==> src/rtl/spg_pkg.sv <==
package spg_pkg;
  typedef enum logic [1:0] {
    ST_IDLE  = 2'd0,
    ST_DELAY = 2'd1,
    ST_PULSE = 2'd2,
    ST_GAP   = 2'd3
  } spgState_e;

  typedef struct packed {
    logic clear;
    logic loadDelay;
    logic loadWidth;
    logic loadGap;
    logic decr;
  } spgStrobe_t;

  localparam int CTRL_ADDR   = 0;
  localparam int WIDTH_ADDR  = 1;
  localparam int PERIOD_ADDR = 2;
  localparam int START_ADDR  = 3;
  localparam int STATUS_ADDR = 4;
endpackage

==> src/rtl/spg_datapath.sv <==
module spg_datapath
  import spg_pkg::*;
#(
  parameter int DATA_W = 16,
  parameter int ADDR_W = 3
) (
  input  logic              clk,
  input  logic              rstN,
  input  logic              regWr,
  input  logic [ADDR_W-1:0] regAddr,
  input  logic [DATA_W-1:0] regWdata,
  output logic [DATA_W-1:0] regRdata,
  input  spgStrobe_t        strobe,
  output logic              syncActive,
  output logic              widthZero,
  output logic              startZero,
  output logic              periodZero,
  output logic              cntLast,
  output logic              statusBit
);
  localparam logic [DATA_W-1:0] ONE = DATA_W'(1);

  logic [1:0]        ctrlReg;
  logic [DATA_W-1:0] widthReg, periodReg, startReg, cnt, widthEff;
  logic              wrCtrl, wrWidth, wrPeriod, wrStart, wrStatus;

  assign wrCtrl   = regWr && (regAddr == ADDR_W'(CTRL_ADDR));
  assign wrWidth  = regWr && (regAddr == ADDR_W'(WIDTH_ADDR));
  assign wrPeriod = regWr && (regAddr == ADDR_W'(PERIOD_ADDR));
  assign wrStart  = regWr && (regAddr == ADDR_W'(START_ADDR));
  assign wrStatus = regWr && (regAddr == ADDR_W'(STATUS_ADDR));

  always_comb begin
    if (periodReg != '0 && widthReg >= periodReg) widthEff = periodReg - ONE;
    else widthEff = widthReg;
  end

  assign syncActive = ctrlReg[0] & ctrlReg[1];
  assign widthZero  = (widthEff == '0);
  assign startZero  = (startReg == '0);
  assign periodZero = (periodReg == '0);
  assign cntLast    = (cnt == ONE);

  always_ff @(posedge clk or negedge rstN) begin
    if (!rstN) begin
      ctrlReg   <= '0;
      widthReg  <= '0;
      periodReg <= '0;
      startReg  <= '0;
    end else begin
      if (wrCtrl)   ctrlReg   <= regWdata[1:0];
      if (wrWidth)  widthReg  <= regWdata;
      if (wrPeriod) periodReg <= regWdata;
      if (wrStart)  startReg  <= regWdata;
    end
  end

  always_ff @(posedge clk or negedge rstN) begin
    if (!rstN)                 cnt <= '0;
    else if (strobe.clear)     cnt <= '0;
    else if (strobe.loadDelay) cnt <= startReg;
    else if (strobe.loadWidth) cnt <= widthEff;
    else if (strobe.loadGap)   cnt <= periodReg - widthEff;
    else if (strobe.decr)      cnt <= cnt - ONE;
  end

  always_ff @(posedge clk or negedge rstN) begin
    if (!rstN)                         statusBit <= 1'b0;
    else if (strobe.loadWidth)         statusBit <= 1'b1;
    else if (wrStatus && regWdata[0])  statusBit <= 1'b0;
  end

  always_comb begin
    regRdata = '0;
    if (regAddr == ADDR_W'(CTRL_ADDR))        regRdata = DATA_W'(ctrlReg);
    else if (regAddr == ADDR_W'(WIDTH_ADDR))  regRdata = widthReg;
    else if (regAddr == ADDR_W'(PERIOD_ADDR)) regRdata = periodReg;
    else if (regAddr == ADDR_W'(START_ADDR))  regRdata = startReg;
    else if (regAddr == ADDR_W'(STATUS_ADDR)) regRdata = DATA_W'(statusBit);
  end
endmodule

==> src/rtl/spg_control.sv <==
module spg_control
  import spg_pkg::*;
(
  input  logic       clk,
  input  logic       rstN,
  input  logic       cmpEvent,
  input  logic       syncActive,
  input  logic       widthZero,
  input  logic       startZero,
  input  logic       periodZero,
  input  logic       cntLast,
  output spgStrobe_t strobe,
  output logic       inPulse,
  output logic       busy
);
  spgState_e state, stateNext;

  always_comb begin
    stateNext = state;
    strobe    = '0;
    if (!syncActive) begin
      stateNext    = ST_IDLE;
      strobe.clear = 1'b1;
    end else begin
      case (state)
        ST_IDLE: begin
          if (cmpEvent && !widthZero) begin
            if (startZero) begin
              stateNext        = ST_PULSE;
              strobe.loadWidth = 1'b1;
            end else begin
              stateNext        = ST_DELAY;
              strobe.loadDelay = 1'b1;
            end
          end
        end
        ST_DELAY: begin
          if (cntLast) begin
            stateNext        = ST_PULSE;
            strobe.loadWidth = 1'b1;
          end else strobe.decr = 1'b1;
        end
        ST_PULSE: begin
          if (cntLast) begin
            if (periodZero) begin
              stateNext    = ST_IDLE;
              strobe.clear = 1'b1;
            end else begin
              stateNext      = ST_GAP;
              strobe.loadGap = 1'b1;
            end
          end else strobe.decr = 1'b1;
        end
        default: begin
          if (cntLast) begin
            if (widthZero || periodZero) begin
              stateNext    = ST_IDLE;
              strobe.clear = 1'b1;
            end else begin
              stateNext        = ST_PULSE;
              strobe.loadWidth = 1'b1;
            end
          end else strobe.decr = 1'b1;
        end
      endcase
    end
  end

  always_ff @(posedge clk or negedge rstN) begin
    if (!rstN) state <= ST_IDLE;
    else       state <= stateNext;
  end

  assign inPulse = (state == ST_PULSE);
  assign busy    = (state != ST_IDLE);
endmodule

==> src/rtl/sync_pulse_gen.sv <==
module sync_pulse_gen
  import spg_pkg::*;
#(
  parameter int DATA_W = 16,
  parameter int ADDR_W = 3
) (
  input  logic              clk,
  input  logic              rstN,
  input  logic              regWr,
  input  logic [ADDR_W-1:0] regAddr,
  input  logic [DATA_W-1:0] regWdata,
  output logic [DATA_W-1:0] regRdata,
  input  logic              cmpEvent,
  output logic              syncOut
);
  spgStrobe_t strobe;
  logic syncActive, widthZero, startZero, periodZero, cntLast, statusBit;
  logic inPulse, busy;

  spg_datapath #(.DATA_W(DATA_W), .ADDR_W(ADDR_W)) u_dp (
    .clk(clk), .rstN(rstN), .regWr(regWr), .regAddr(regAddr),
    .regWdata(regWdata), .regRdata(regRdata), .strobe(strobe),
    .syncActive(syncActive), .widthZero(widthZero), .startZero(startZero),
    .periodZero(periodZero), .cntLast(cntLast), .statusBit(statusBit)
  );

  spg_control u_ctl (
    .clk(clk), .rstN(rstN), .cmpEvent(cmpEvent), .syncActive(syncActive),
    .widthZero(widthZero), .startZero(startZero), .periodZero(periodZero),
    .cntLast(cntLast), .strobe(strobe), .inPulse(inPulse), .busy(busy)
  );

  assign syncOut = inPulse & syncActive;
endmodule

==> config.mk <==
export PLATFORM = sky130hd
export DESIGN_NAME = sync_pulse_gen
export DESIGN_NICKNAME = d
export VERILOG_FILES = /design/src/rtl/spg_pkg.sv /design/src/rtl/spg_datapath.sv /design/src/rtl/spg_control.sv /design/src/rtl/sync_pulse_gen.sv
export SDC_FILE = /design/constraint.sdc
export NUM_CORES = 1
export LEC_CHECK = 0
export CAP_MARGIN = 10
export CORE_ASPECT_RATIO = 0.6
export CORE_UTILIZATION = 45
export DETAILED_ROUTE_END_ITERATION = 8
export GPL_ROUTABILITY_DRIVEN = 0
export PLACE_DENSITY = 0.66
export SLEW_MARGIN = 25
export SYNTH_ARGS = -nofsm -noshare
export SYNTH_HDL_FRONTEND = slang
export SYNTH_SLANG_ARGS = --single-unit
==> constraint.sdc <==
create_clock -name clk -period 5.3 [get_ports clk]
set_input_delay 0.53 -clock clk [delete_from_list [all_inputs] [get_ports clk]]
set_output_delay 0.53 -clock clk [all_outputs]
set_load 0.1 [all_outputs]
==> out/qor.tcl <==
set qor(floorplan.io_pins) 40
set qor(power.clock.fraction_pct) 18.9
set qor(cts_buffers) 9
set qor(routed_wl_um) 18700
set qor(antenna_found_initial) 0
set qor(worst-r2r-cell-count) 22
set qor(p_int_mw) 1.72
set qor(route.detailed.drc) 0
set qor(design.die.area_um2) 13500
set qor(postSynth.asyncResetShare_pct) 100
set qor(final_net_count) 808
set qor(power_per_standard_cell_area_nw_per_um2) 476
set qor(most-common-layout-cells) {81 x sky130_fd_sc_hd__nor2_1, 72 x sky130_fd_sc_hd__nand2_1, 68 x sky130_fd_sc_hd__dfrtp_1}
set qor(final_cell_count_no_fill) 930
set qor(crit_required_ns) 5.57
set qor(largest_net_degree_at_the_start_of_global_routing) 70
set qor(crit_path_start_kind) {flip-flop}
set qor(crit_path_cell_trace) {inv_2, ha_4, or3b_4, nor3_4, nand2_4, or3_4, nand2_4, nand2_1, o21ai_2, ha_1, inv_1, fa_2, nor3_2, a31oi_1, a31oi_2, o2bb2ai_1, a2111o_1, a32oi_2, o21ai_2, maj3_2, or3_1, nand3_1}
set qor(antenna_cell_count) 0
set qor(remaining_overflow_grt) 0
set qor(postSynthRegisterBits) 69
set qor(p_seq_share_pct) 24.6
set qor(cts-root-to-sink-buffers) 2
set qor(timing.setup.tns_ns) 0
set qor(ff2ff_setup_slack_ns) 0.23
set qor(detailedPlacementHpwl_um) 14200
set qor(groute.usage.overall_pct) 28.7
set qor(slew-limit-headroom_pct) 35.6
set qor(place.port_buffers) 39
set qor(number_of_nets_in_the_synthesized_netlist) 771
set qor(grt_pass1_wl_um) 29600
set qor(routedWlPerCell_um) 20.1
set qor(ir_worst_vdd_uv) 221
set qor(cpPeakStageDelay_ns) 0.43
set qor(status) {complete, no violations}
set qor(routed-via-count) 5705
set qor(fin_total_pwr_mw) 3.25
set qor(syn-cell-area_um2) 5850
set qor(synth_flop_cell) {sky130_fd_sc_hd__dfrtp_1}
set qor(drv.max_cap_violation_count) 0
set qor(clock_root_buffer) {sky130_fd_sc_hd__clkbuf_16}
set qor(first_iter_violations) 531
set qor(timing.critical_path.max_delay_family) {simple AND/OR/NAND/NOR gates}
set qor(cts_hold_buf) 0
set qor(clock_latency_ns) 0.34
set qor(finClkSkew_ns) 0.00874
set qor(period_minus_slack_ns) 5.07
set qor(synth_area_per_cell_um2) 8.10
set qor(die_height_um) 90.3
set qor(synth_sequential_area_ratio_pct) 29.5
set qor(netlist-cell-type-count) 77
set qor(vias_in_the_first_global_route) 5322
set qor(drv_slew) 0
set qor(num_rows) 31
set qor(biggest_fanout_along_the_worst_timing_path) 9
set qor(worst_pin_slew_ns) 0.962
set qor(ys_warn_count) 0
set qor(rr_startpoint) {u_dp.periodReg[1]$_DFFE_PN0P_}
set qor(cp-end-kind) {flip-flop}
set qor(power.switching_fraction_pct) 46.9
set qor(clkTransAtPathRegs_ns) 0.06
set qor(drive_above_1_share_pct) 17.3
set qor(worstPathArrival_ns) 5.34
set qor(dieWidth_um) 149
set qor(number_of_sinks_handled_by_clock_tree_synthesis) 69
set qor(finalCritPeriodShare_pct) 95.7
set qor(static-leakage-power_nw) 2.89
set qor(power_switching_mw) 1.52
set qor(hold_path_class) {in2async}
set qor(final_antenna_net_count) 0
set qor(mostFrequentLayoutCell) {sky130_fd_sc_hd__nor2_1}
set qor(clock_tree_from_tritoncts) {done}
set qor(finalSetupViolCount) 0
set qor(critPathBufInv) 2
set qor(worst_path_max_delay_cell) {sky130_fd_sc_hd__dfrtp_2}
set qor(core-area_um2) 12400
set qor(reg2reg_to) {u_dp.cnt[14]$_DFFE_PN0P_}
set qor(fmaxAchievable_ghz) 0.197
set qor(firstDrtPassIters) 7
set qor(critical_path_class) {reg2reg}
set qor(number_of_flops_mapped_to_enable_cells_by_yosys) 0
set qor(combPwrFrac_pct) 56.5
set qor(initial_core_util_pct) 47.3
set qor(post-place-cells) 910
set qor(synthToLayoutAreaGrowth_pct) 16.6
set qor(vias_per_cell) 6.13
set qor(timing_hold_violations_final) 0
set qor(post-route-util_pct) 55.2
set qor(syn-instance-count) 723
set qor(htree_levels) 3
[synth_stat cells (5+ instances only)]
cell type                  count  area share [%]
sky130_fd_sc_hd__or3_1         8            0.86
sky130_fd_sc_hd__nand2b_1      6            0.64
sky130_fd_sc_hd__inv_1        26             1.7
sky130_fd_sc_hd__nor4_1       11             1.2
sky130_fd_sc_hd__nand3_1      23             2.0
sky130_fd_sc_hd__and3_1        5            0.53
sky130_fd_sc_hd__a21oi_1      54             4.6
sky130_fd_sc_hd__a31oi_1       7            0.75
sky130_fd_sc_hd__ha_1         24             5.1
sky130_fd_sc_hd__nand2_1      72             4.6
sky130_fd_sc_hd__xor2_1       12             1.8
sky130_fd_sc_hd__xnor2_1      33             4.9
sky130_fd_sc_hd__a221oi_1      6            0.90
sky130_fd_sc_hd__clkbuf_1     35             2.2
sky130_fd_sc_hd__nor3_1       23             2.0
sky130_fd_sc_hd__a21o_1        6            0.77
sky130_fd_sc_hd__nand4_1       9            0.96
sky130_fd_sc_hd__o21ai_0      56             4.8
sky130_fd_sc_hd__nor2b_1       5            0.53
sky130_fd_sc_hd__mux2i_1      21             3.6
sky130_fd_sc_hd__dfrtp_1      69              29
sky130_fd_sc_hd__nor2_1       82             5.3
sky130_fd_sc_hd__mux2_2       35             6.7
[cell type report]
cell class / instances / area, µm²
Fill cell: 1130 / 5550
Multi-Input combinational cell: 581 / 3890
Sequential cell: 69 / 1730
Timing Repair Buffer: 72 / 598
Clock buffer: 10 / 229
Tap cell: 165 / 206
Inverter: 27 / 101
Clock inverter: 6 / 71.3
[how the worst max path moves through the flow]
stage / slack, ns / from / depth (start not counted) / endpoint
global placement: 0.29 / u_dp.periodReg[1]$_DFFE_PN0P_ / 22 / u_dp.cnt[14]$_DFFE_PN0P_
floorplan: 0.02 / u_dp.periodReg[0]$_DFFE_PN0P_ / 25 / u_dp.cnt[14]$_DFFE_PN0P_
finish: 0.23 / u_dp.periodReg[1]$_DFFE_PN0P_ / 22 / u_dp.cnt[14]$_DFFE_PN0P_
detailed placement: 0.1 / u_dp.periodReg[1]$_DFFE_PN0P_ / 23 / u_dp.cnt[13]$_DFFE_PN0P_
global route: -0.05 / u_dp.periodReg[0]$_DFFE_PN0P_ / 22 / u_dp.cnt[14]$_DFFE_PN0P_
CTS: 0.06 / u_dp.periodReg[1]$_DFFE_PN0P_ / 22 / u_dp.cnt[14]$_DFFE_PN0P_
[flip-flops by register name, indices dropped and copies added, names as in the netlist]
signal          flops
u_dp.cnt           16
u_dp.periodReg     16
u_dp.startReg      16
u_dp.widthReg      16
u_ctl.state         2
u_dp.ctrlReg        2
u_dp.statusBit      1
[power by group through the flow]
stage | combinational, mW | sequential [mW] | clock [mW]
2_1_floorplan | 1.35 | 0.714 | 0
3_3_place_gp | 1.72 | 0.790 | 0
3_5_place_dp | 1.75 | 0.795 | 0
4_1_cts | 1.76 | 0.785 | 0.622
5_1_grt | 2.01 | 0.806 | 0.643
6_report | 1.83 | 0.798 | 0.613
[routing by layer]
metal / track usage [%] / routed length, µm
met3: 8.48 / 2240
met1: 46.0 / 9170
met2: 36.5 / 7100
met5: 0 / 0
met4: 5.61 / 191
[stage by stage]
step                setup WS (ns)  hold slack [ns]  instance area, µm²
floorplan                  0.0212            0.234                5880
global placement            0.288            0.489                6460
detailed placement         0.0988            0.499                6460
CTS                        0.0560            0.445                6760
global route              -0.0518            0.492                6820
finish                      0.230            0.387                6820
[worst register-to-register path: cells and delay by family (launching register included)]
| kind | cells | cell delay (ns) |
|---|---|---|
| adders and majority gates | 4 | 1.08 |
| and+or+nand+nor | 9 | 2.03 |
| buffers and inverters | 2 | 0.17 |
| DFF | 1 | 0.43 |
| AOI/OAI and AO/OA | 7 | 1.29 |
[kinds of logic (layout without fill, tap and decap cells)]
family                     Yosys count  count (layout)  share of synthesized area [%]
DFF                                 69              69                           29.5
muxes                               57              57                           10.7
xor gates and xnor gates            45              45                           6.73
and+or+nand+nor                    268             268                           22.1
AOI/OAI and AO/OA                  181             181                           19.4
buffers and inverters               73             115                           5.19
adders and majority gates           30              30                           6.39
[timing repair]
action,4_1_cts,5_1_grt
setup buffers,0,4
resized for setup,0,7
endpoints found under the setup margin,0,3
Power figures use the tool's default switching activity.
